--- config.mk ---
export PLATFORM = sky130hd
export DESIGN_NAME = dac_burst_sequencer
export DESIGN_NICKNAME = d
export VERILOG_FILES = /design/src/rtl/dacseq_pkg.sv /design/src/rtl/dacseq_guard.sv /design/src/rtl/dacseq_shifter.sv /design/src/rtl/dac_burst_sequencer.sv
export SDC_FILE = /design/constraint.sdc
export NUM_CORES = 1
export LEC_CHECK = 0
export BUFFER_PORTS_ARGS = -buffer_cell sky130_fd_sc_hd__buf_4
export CORE_MARGIN = 2
export CORE_UTILIZATION = 61
export CTS_BUF_LIST = sky130_fd_sc_hd__clkbuf_8
export CTS_CLUSTER_DIAMETER = 60
export DETAILED_ROUTE_END_ITERATION = 7
export GPL_ROUTABILITY_DRIVEN = 0
export PLACE_DENSITY = 0.83
export SLEW_MARGIN = 20
export SYNTH_ARGS = -nofsm -noshare
export SYNTH_HDL_FRONTEND = slang
export SYNTH_HIERARCHICAL = 1
export SYNTH_SLANG_ARGS = --single-unit
--- constraint.sdc ---
create_clock -name clk -period 3.1 [get_ports clk]
set_clock_uncertainty 0.05 [all_clocks]
set_input_delay 0.465 -clock clk [delete_from_list [all_inputs] [get_ports clk]]
set_output_delay 0.465 -clock clk [all_outputs]
set_load 0.03 [all_outputs]
--- src/rtl/dacseq_pkg.sv ---
package dacseq_pkg;

    typedef enum logic [2:0] {
        ST_IDLE,
        ST_BURST,
        ST_GAP,
        ST_LATCH,
        ST_UTIL
    } seq_state_t;

endpackage

--- src/rtl/dacseq_guard.sv ---
module dacseq_guard #(
    parameter int GUARD_CYC = 240
) (
    input  logic clk,
    input  logic rst_n,
    input  logic restart,
    output logic expired
);
    localparam int CW = $clog2(GUARD_CYC + 1);

    logic [CW-1:0] remain;

    // restart is raised in the cycle before the latch event, so the
    // count reaches zero GUARD_CYC-1 cycles after that event
    always_ff @(posedge clk or negedge rst_n) begin
        if (!rst_n) begin
            remain <= '0;
        end else if (restart) begin
            remain <= CW'(GUARD_CYC - 1);
        end else if (remain != '0) begin
            remain <= remain - CW'(1);
        end
    end

    assign expired = (remain == '0);

    generate
        if (GUARD_CYC > 1) begin : g_chk
            AST_GUARD_ARMED: assert property (@(posedge clk) disable iff (!rst_n)
                restart |=> !expired);
        end
    endgenerate

endmodule

--- src/rtl/dacseq_shifter.sv ---
module dacseq_shifter #(
    parameter int FRAME_W = 72
) (
    input  logic                       clk,
    input  logic                       rst_n,
    input  logic                       load,
    input  logic [FRAME_W-1:0]         frame,
    input  logic [$clog2(FRAME_W+1)-1:0] nbits,
    output logic                       sclk,
    output logic                       mosi,
    output logic                       done
);
    localparam int BW = $clog2(FRAME_W + 1);

    logic [FRAME_W-1:0] sh;
    logic [BW-1:0]      left;
    logic               phase;
    logic               active;

    always_ff @(posedge clk or negedge rst_n) begin
        if (!rst_n) begin
            sh     <= '0;
            left   <= '0;
            phase  <= 1'b0;
            active <= 1'b0;
        end else if (load) begin
            sh     <= frame;
            left   <= nbits;
            phase  <= 1'b0;
            active <= (nbits != '0);
        end else if (active) begin
            if (phase) begin
                sh    <= sh << 1;
                left  <= left - BW'(1);
                phase <= 1'b0;
                if (left == BW'(1)) begin
                    active <= 1'b0;
                end
            end else begin
                phase <= 1'b1;
            end
        end
    end

    // first half of a bit: clock high with new data, second half: clock low
    assign sclk = active & ~phase;
    assign mosi = active & sh[FRAME_W-1];
    assign done = active & phase & (left == BW'(1));

    AST_MOSI_HELD_ON_FALL: assert property (@(posedge clk) disable iff (!rst_n)
        $fell(sclk) |-> $stable(mosi));

endmodule

--- src/rtl/dac_burst_sequencer.sv ---
module dac_burst_sequencer #(
    parameter int              DATA_W      = 16,
    parameter int              ADDR_W      = 8,
    parameter int              N_CH        = 4,
    parameter logic [ADDR_W-1:0] STREAM_ADDR = 8'h14,
    parameter int              CS2LD_CYC   = 2,
    parameter int              LDAC_CYC    = 2,
    parameter int              GUARD_CYC   = 240
) (
    input  logic                         clk,
    input  logic                         rst_n,
    input  logic                         sample_start,
    input  logic [N_CH-1:0][DATA_W-1:0]  samples,
    input  logic                         util_req,
    input  logic [ADDR_W-1:0]            util_addr,
    input  logic [DATA_W-1:0]            util_data,
    output logic                         sclk,
    output logic                         mosi,
    output logic                         cs_n,
    output logic                         ldac_n,
    output logic                         overrun
);
    import dacseq_pkg::*;

    localparam int BURST_W = ADDR_W + N_CH * DATA_W;
    localparam int UTIL_W  = ADDR_W + DATA_W;
    localparam int BW      = $clog2(BURST_W + 1);
    localparam int TMAX    = (CS2LD_CYC > LDAC_CYC) ? CS2LD_CYC : LDAC_CYC;
    localparam int TW      = $clog2(TMAX + 1);

    seq_state_t state, state_n;
    logic [TW-1:0] tcnt;

    logic                        smp_pend;
    logic [N_CH-1:0][DATA_W-1:0] smp_q;
    logic                        util_pend;
    logic [ADDR_W-1:0]           uaddr_q;
    logic [DATA_W-1:0]           udata_q;
    logic                        util_turn;
    logic                        ovr_q;

    logic               guard_expired;
    logic               guard_restart;
    logic               ready;
    logic               go_util;
    logic               go_burst;
    logic               shift_done;
    logic [BURST_W-1:0] burst_frame;
    logic [BURST_W-1:0] load_frame;
    logic [BW-1:0]      load_bits;

    // streamed frame: start address, then channel 0 .. N_CH-1
    assign burst_frame[BURST_W-1 -: ADDR_W] = STREAM_ADDR;
    genvar g;
    generate
        for (g = 0; g < N_CH; g++) begin : g_pack
            assign burst_frame[BURST_W-ADDR_W-1-g*DATA_W -: DATA_W] = smp_q[g];
        end
    endgenerate

    assign ready    = (state == ST_IDLE) && guard_expired;
    assign go_util  = ready && util_pend && (util_turn || !smp_pend);
    assign go_burst = ready && smp_pend && !go_util;

    assign load_frame = go_util ? {uaddr_q, udata_q, {(BURST_W-UTIL_W){1'b0}}}
                                : burst_frame;
    assign load_bits  = go_util ? BW'(UTIL_W) : BW'(BURST_W);

    assign guard_restart = ((state == ST_GAP) && (tcnt == TW'(CS2LD_CYC - 1)))
                         || ((state == ST_UTIL) && shift_done);

    dacseq_shifter #(.FRAME_W(BURST_W)) u_shift (
        .clk   (clk),
        .rst_n (rst_n),
        .load  (go_util | go_burst),
        .frame (load_frame),
        .nbits (load_bits),
        .sclk  (sclk),
        .mosi  (mosi),
        .done  (shift_done)
    );

    dacseq_guard #(.GUARD_CYC(GUARD_CYC)) u_guard (
        .clk     (clk),
        .rst_n   (rst_n),
        .restart (guard_restart),
        .expired (guard_expired)
    );

    // next-state logic
    always_comb begin
        state_n = state;
        unique case (state)
            ST_IDLE:  if (go_burst) state_n = ST_BURST;
                      else if (go_util) state_n = ST_UTIL;
            ST_BURST: if (shift_done) state_n = ST_GAP;
            ST_GAP:   if (tcnt == TW'(CS2LD_CYC - 1)) state_n = ST_LATCH;
            ST_LATCH: if (tcnt == TW'(LDAC_CYC - 1)) state_n = ST_IDLE;
            ST_UTIL:  if (shift_done) state_n = ST_IDLE;
            default:  state_n = ST_IDLE;
        endcase
    end

    // state register
    always_ff @(posedge clk or negedge rst_n) begin
        if (!rst_n) begin
            state <= ST_IDLE;
        end else begin
            state <= state_n;
        end
    end

    // interval counter and request capture
    always_ff @(posedge clk or negedge rst_n) begin
        if (!rst_n) begin
            tcnt      <= '0;
            smp_pend  <= 1'b0;
            smp_q     <= '0;
            util_pend <= 1'b0;
            uaddr_q   <= '0;
            udata_q   <= '0;
            util_turn <= 1'b0;
            ovr_q     <= 1'b0;
        end else begin
            tcnt <= (state_n != state) ? '0 : tcnt + TW'(1);
            if (sample_start) begin
                smp_pend <= 1'b1;
                smp_q    <= samples;
                if (!(ready && !smp_pend)) ovr_q <= 1'b1;
            end else if (go_burst) begin
                smp_pend <= 1'b0;
            end
            if (util_req) begin
                util_pend <= 1'b1;
                uaddr_q   <= util_addr;
                udata_q   <= util_data;
            end else if (go_util) begin
                util_pend <= 1'b0;
            end
            if (go_burst)     util_turn <= 1'b1;
            else if (go_util) util_turn <= 1'b0;
        end
    end

    // outputs decoded from the state
    always_comb begin
        cs_n   = 1'b1;
        ldac_n = 1'b1;
        unique case (state)
            ST_BURST, ST_UTIL: cs_n   = 1'b0;
            ST_LATCH:          ldac_n = 1'b0;
            default: ;
        endcase
    end

    assign overrun = ovr_q;

    // width monitor for the load strobe
    logic [TW:0] ld_low_cnt;
    always_ff @(posedge clk or negedge rst_n) begin
        if (!rst_n)       ld_low_cnt <= '0;
        else if (!ldac_n) ld_low_cnt <= ld_low_cnt + (TW+1)'(1);
        else              ld_low_cnt <= '0;
    end

    AST_SCLK_IDLE_LOW: assert property (@(posedge clk) disable iff (!rst_n)
        cs_n |-> !sclk);
    AST_NO_LDAC_IN_FRAME: assert property (@(posedge clk) disable iff (!rst_n)
        !cs_n |-> ldac_n);
    AST_LDAC_WIDTH: assert property (@(posedge clk) disable iff (!rst_n)
        $rose(ldac_n) |-> (ld_low_cnt == (TW+1)'(LDAC_CYC)));
    AST_CS_AFTER_GUARD: assert property (@(posedge clk) disable iff (!rst_n)
        $fell(cs_n) |-> $past(guard_expired));
    AST_OVERRUN_STICKY: assert property (@(posedge clk) disable iff (!rst_n)
        overrun |=> overrun);

endmodule

Word level (Yosys, flattened, before mapping)
Cells that the tools add are included. Widths: inputs -> output; s select.

Reductions and logical operators: 25. Equal/unequal tests: 7. Add/subtract/negate cells: 3. Bitwise gates (word level): 7. Multiplexer cells: 32.

Operator list (count): $mux 72 (4); $mux 7 (4); $mux 3 (6); $mux 8 (2); $pmux 3 s5 (1); $mux 1 (14); $reduce_bool 2->1 (6); $logic_and 1x1->1 (8); $logic_not 8->1 (1); $reduce_bool 8->1 (1); $sub 8x1->8 const B (1); $eq 7x1->1 const B (1); $reduce_bool 7->1 (1); $sub 7x1->7 const B (1); $eq 3x2->1 const B (2); $and 1x1->1 (4); $reduce_and 2->1 (2); $eq 3x1->1 const B (1); $eq 3x3->1 const B (1); $logic_not 3->1 (1); $ne 3x3->1 (1); $add 2x1->2 const B (1); $eq 2x1->1 const B (1); $logic_not 1->1 (2); other kinds (5) (7).

Logic and storage cells: 91. Flip-flop bits (word level): 186. Output and inout port bits: 5. Input bits: 92.

Logic depth before layout (Yosys ltp)
Word-level depth: 10. Depth in mapped cells: 12. Mapped depth without buffers: 11.

By module
Netlist, hierarchy kept.

By module, submodules not included: dac_burst_sequencer (cells each 351, area an instance 4342.9 um2, sequential area each 2427.3 um2, times used 1); dacseq_shifter (cells each 373, area an instance 3809.9 um2, sequential area each 2026.9 um2, times used 1); dacseq_guard (cells each 46, area an instance 436.7 um2, sequential area each 200.2 um2, times used 1).

Worst setup path before layout
Ideal clock, no wire load.

Path type: flip-flop to flip-flop. Start point: register u_guard.remain[0]. End point: register u_shift.sh[0]. Cell stages (with the launch flop): 12. Path slack: 0.333 ns. Buffers on the path: 3. Arrival time: 2.634 ns. Period minus slack after synthesis: 2.767 ns. Data required time: 2.967 ns. Setup time: 0.083 ns. Path through: dfrtp_1 > inv_1 > ha_1 > or3b_4 > nor2_2 > nor4b_4 > o21a_1 > buf_2 > clkbuf_1 > clkbuf_1 > nand2_1 > o21ai_0.

Word-level cells in the longest chain between the ends: 9. Elaborated cells between the ends (all ways): 13. Classes of those cells: mux (2); bitwise (1); reduce/logical (10).

RTL lines: from (decl) (RTL line dacseq_guard.sv:11) `logic [CW-1:0] remain;`; from (signal assigned) (RTL line dacseq_guard.sv:19) `remain <= CW'(GUARD_CYC - 1);`; from (signal assigned) (RTL line dacseq_guard.sv:21) `remain <= remain - CW'(1);`; $logic_not 8->1 * (RTL line dacseq_guard.sv:25) `assign expired = (remain == '0);`; via guard_expired (RTL line dac_burst_sequencer.sv:42) `logic guard_expired;`; $logic_and 1x1->1 * (RTL line dac_burst_sequencer.sv:61) `assign ready = (state == ST_IDLE) && guard_expired;`; $logic_and 1x1->1 (2 in a row) (RTL line dac_burst_sequencer.sv:62) `assign go_util = ready && util_pend && (util_turn || !smp_pend);`; $logic_not 1->1 (RTL line dac_burst_sequencer.sv:63) `assign go_burst = ready && smp_pend && !go_util;`; $logic_and 1x1->1 (RTL line dac_burst_sequencer.sv:63); $or 1x1->1 (RTL line dac_burst_sequencer.sv:75) `.load (go_util | go_burst),`; $reduce_bool 2->1 (no line); $reduce_and 2->1 (no line); to (signal assigned) (RTL line dacseq_shifter.sv:27) `sh <= frame;`; to (signal assigned) (RTL line dacseq_shifter.sv:33) `sh <= sh << 1;`; to (decl) (RTL line dacseq_shifter.sv:15) `logic [FRAME_W-1:0] sh;`.

The timed path passes the listed nets; every way through them passes the cells marked *. A chain may end at the register's enable or synchronous reset.

Worst setup path in the final report
Start point: register u_shift.left[2]. End point: register u_guard.remain[1].

Word-level cells in the longest chain between the ends: 5. Elaborated cells between the ends (all ways): 6. Classes of those cells: eq/ne (1); mux (1); bitwise (1); reduce/logical (3).

RTL lines: from (decl) (RTL line dacseq_shifter.sv:16) `logic [BW-1:0] left;`; from (signal assigned) (RTL line dacseq_shifter.sv:28) `left <= nbits;`; from (signal assigned) (RTL line dacseq_shifter.sv:34) `left <= left - BW'(1);`; $eq 7x1->1 * (RTL line dacseq_shifter.sv:48) `assign done = active & phase & (left == BW'(1));`; $and 1x1->1 * (RTL line dacseq_shifter.sv:48); via shift_done (RTL line dac_burst_sequencer.sv:47) `logic shift_done;`; $logic_and 1x1->1 * (RTL line dac_burst_sequencer.sv:70) `|| ((state == ST_UTIL) && shift_done);`; $logic_or 1x1->1 * (RTL line dac_burst_sequencer.sv:70); via guard_restart (RTL line dac_burst_sequencer.sv:43) `logic guard_restart;`; $mux 8 / $reduce_bool 2->1 (equally long branches).

Marks and branches as above.

==> flow_metrics.tcl <==
set metrics [dict create \
    status "complete, no violations" \
    clk_latency_ns 0.46 \
    fmaxAchievable_ghz 0.348 \
    yosys_warnings 6 \
    antenna_found_initial 0 \
    clk_pin_slew_ns 0.09 \
    portBuffers 96 \
    cts.sinks 186 \
    synth.avg_cell_area_um2 11.2 \
    slew_headroom_pct 45.8 \
    dp.final_hpwl_um 10700 \
    synth_common_cells "dfrtp_1 (186), nand2_1 (135), mux2_2 (88)" \
    synthAdderAreaFrac_pct 0.583 \
    drive_above_1_share_pct 27.7 \
    pre_cts_ws_ns 0.259 \
    n_antenna_cell 0 \
    drt_iter0_markers 417 \
    path_max_fanout 11 \
    wl_um 16100 \
    cp-start-kind "flip-flop" \
    htree_levels 4 \
    ys_seq_elements 186 \
    wl_per_cell_um 15.4 \
    rsz0062_at_grt "false" \
    design_area_mm2 0.00985 \
    met1Wirelength_um 6880 \
    initial_utilization_pct 62.1 \
    fin_setup_tns_ns 0 \
    period_share_pct 92.7 \
    p_sw_mw 2.55 \
    hold_path.class "input port to flip-flop" \
    n_fill_cell 981 \
    ctsHoldBuffers 1 \
    synthSimpleGateAreaFrac_pct 14.3 \
    die_y_um 123 \
    synth_cell_types 51 \
    power.share.combinational_pct 32.3 \
    static-leakage-power_nw 4.44 \
    p_total_mw 7.55 \
    layout.cells.non_filler 1047 \
    switching_share_pct 33.8 \
    max_cap_viol_count 0 \
    wl_met3_um 577 \
    fin_crit_ns 2.87 \
    vias 5825 \
    setup_viol 0 \
    worstMarginPinSlew_ns 0.813 \
    muxShareOfSynthArea_pct 20.2 \
    peakVddDrop_mv 0.450 \
    endpoint_kind "flip-flop" \
    synth_top_family_by_area "multiplexers" \
    synth_top_area_share_pct 54.2 \
    fin_ws_ns 0.228 \
    power_density_mw_per_mm2 767 \
    place_inst 1015 \
    first_pass_iters 5 \
    syn_to_final_growth_pct 14.6 \
    drc 0 \
    cts_buffers 17 \
    grt_pass1_vias 5925 \
    die_x_um 123 \
    grt_max_degree 72 \
    synth_edf_count 0 \
    dieArea_mm2 0.0150 \
    critPathRequiredTime_ns 3.43 \
    fin_util_pct 71.2 \
    synth_xor_xnor_area_share_pct 0.408 \
    synth_area_leaders "dfrtp_1 (54%), mux2_2 (12%), mux2i_1 (8.6%), nand2_1 (5.9%), o21ai_0 (4.7%)" \
    top_layer "met4" \
    crit_type "flip-flop to flip-flop" \
    clk_path_buf_depth 2 \
    synth_area_mm2 0.00859 \
    clock_power_share_pct 20.2 \
    synth-seq-area-share_pct 54.2 \
    yosysMostFrequentCell "dfrtp_1" \
    synthFlopType "dfrtp_1" \
    grt_pass1_wl_um 27400 \
    post_cts_resized 0 \
    hold_viol_final 0 \
    rows 43 \
    io_pins 97 \
    cts_root_buffer "clkbuf_8" \
    grt_overflow 0 \
    grt_usage_pct 23.1 \
    slew_viol_final 0 \
    core_mm2 0.0138 \
    whs_ns 0.176 \
    postRouteAntennaNets 0 \
    cts_setup_buffers 0 \
    p_seq_share_pct 47.5 \
    cts_tree "done" \
    synth_compound_area_share_pct 6.98 \
    nets 951 \
    dpl_cell_area_mm2 0.00946 \
    synth-async-reset-ratio_pct 100 \
    viasPerCell 5.56 \
    yosysTopAreaCell "dfrtp_1" \
    intPower_mw 5.00 \
    arrival_ns 3.20 \
    synthCells 770 \
    met2_length_um 8330 \
]
## power by group through the flow
stage / combinational, mW / sequential, mW / clock [mW]
finish: 2.44 / 3.58 / 1.52
floorplan: 1.98 / 3.43 / 0
CTS: 2.46 / 3.57 / 1.56
global route: 2.74 / 3.67 / 1.67
global placement: 2.30 / 3.56 / 0
detailed placement: 2.44 / 3.61 / 0
## logic make-up (layout without fill, tap and decap cells)
| family | count (synthesis) | count (layout) |
|---|---|---|
| simple gates | 247 | 247 |
| flops | 186 | 186 |
| mux | 162 | 162 |
| compound gates | 109 | 109 |
| buf+inv | 56 | 146 |
| fa+ha+maj | 4 | 4 |
| xor+xnor | 4 | 4 |
| other cells | 2 | 9 |
## cell usage in the layout (no fill, tap or decap), types with 3 or more instances in the layout
master / n
a21o_1: 4
a21oi_1: 7
and2_1: 53
and2_4: 3
buf_12: 5
buf_4: 100
clkbuf_8: 20
clkinvlp_4: 3
conb_1: 9
dfrtp_1: 186
ha_1: 4
inv_1: 9
mux2_2: 88
mux2i_1: 74
nand2_1: 135
nand2b_1: 7
nand3_1: 3
nor2_1: 14
nor2b_1: 4
nor4_1: 3
o21ai_0: 81
o31ai_1: 3
or3_1: 3
or4_1: 3
## worst max-delay path: stages, from the launching register on
cell,delay (ns)
dfrtp_1,0.46
or4_4,0.58
nor4b_1,0.55
nor2b_1,0.25
a22oi_1,0.09
nor2_1,0.54
nor2_1,0.12
mux2i_1,0.15
## final cells by class
type / count / area, um^2 / area share (%)
clock buffers: 20 / 275 / 2.80
well taps: 180 / 225 / 2.29
flip-flops and latches: 186 / 4650 / 47.3
repair buffers: 107 / 872 / 8.86
multi-input cells: 535 / 3690 / 37.5
clock inverters: 11 / 96.3 / 0.979
inverters: 8 / 30.0 / 0.305
## sequential cells by signal, summed over array words and instances, names as in the netlist, 2 cells and up
name / flops
tcnt: 2
u_shift/left: 7
state: 3
udata_q: 16
burst_frame: 64
uaddr_q: 8
u_guard/remain: 8
u_shift/sh: 72
## per-layer routing
metal / global-route usage, % / up-vias
li1: - / 2786
met1: 29.3 / 2896
met2: 39.0 / 110
met3: 5.30 / 33
met4: 8.33 / 0
met5: 0 / -
## final timing paths
check / from / endpoint / slack, ns / cells after the start
setup / recovery: u_shift/left[2]$_DFFE_PN0P_ / u_guard/remain[1]$_DFFE_PN0P_ / 0.23 / 7
hold / removal: util_data[0] / udata_q[0]$_DFFE_PN0P_ / 0.18 / 2
setup reg to reg: u_shift/left[2]$_DFFE_PN0P_ / u_guard/remain[1]$_DFFE_PN0P_ / 0.23 / 7
min in group asynchronous: rst_n / udata_q[11]$_DFFE_PN0P_ / 0.53 / 2
max in group asynchronous: rst_n / burst_frame[11]$_DFFE_PN0P_ / 1.68 / 3
hold reg to reg: tcnt[0]$_DFF_PN0_ / tcnt[0]$_DFF_PN0_ / 0.40 / 1
Note: power is estimated with default switching activity, not from simulation.
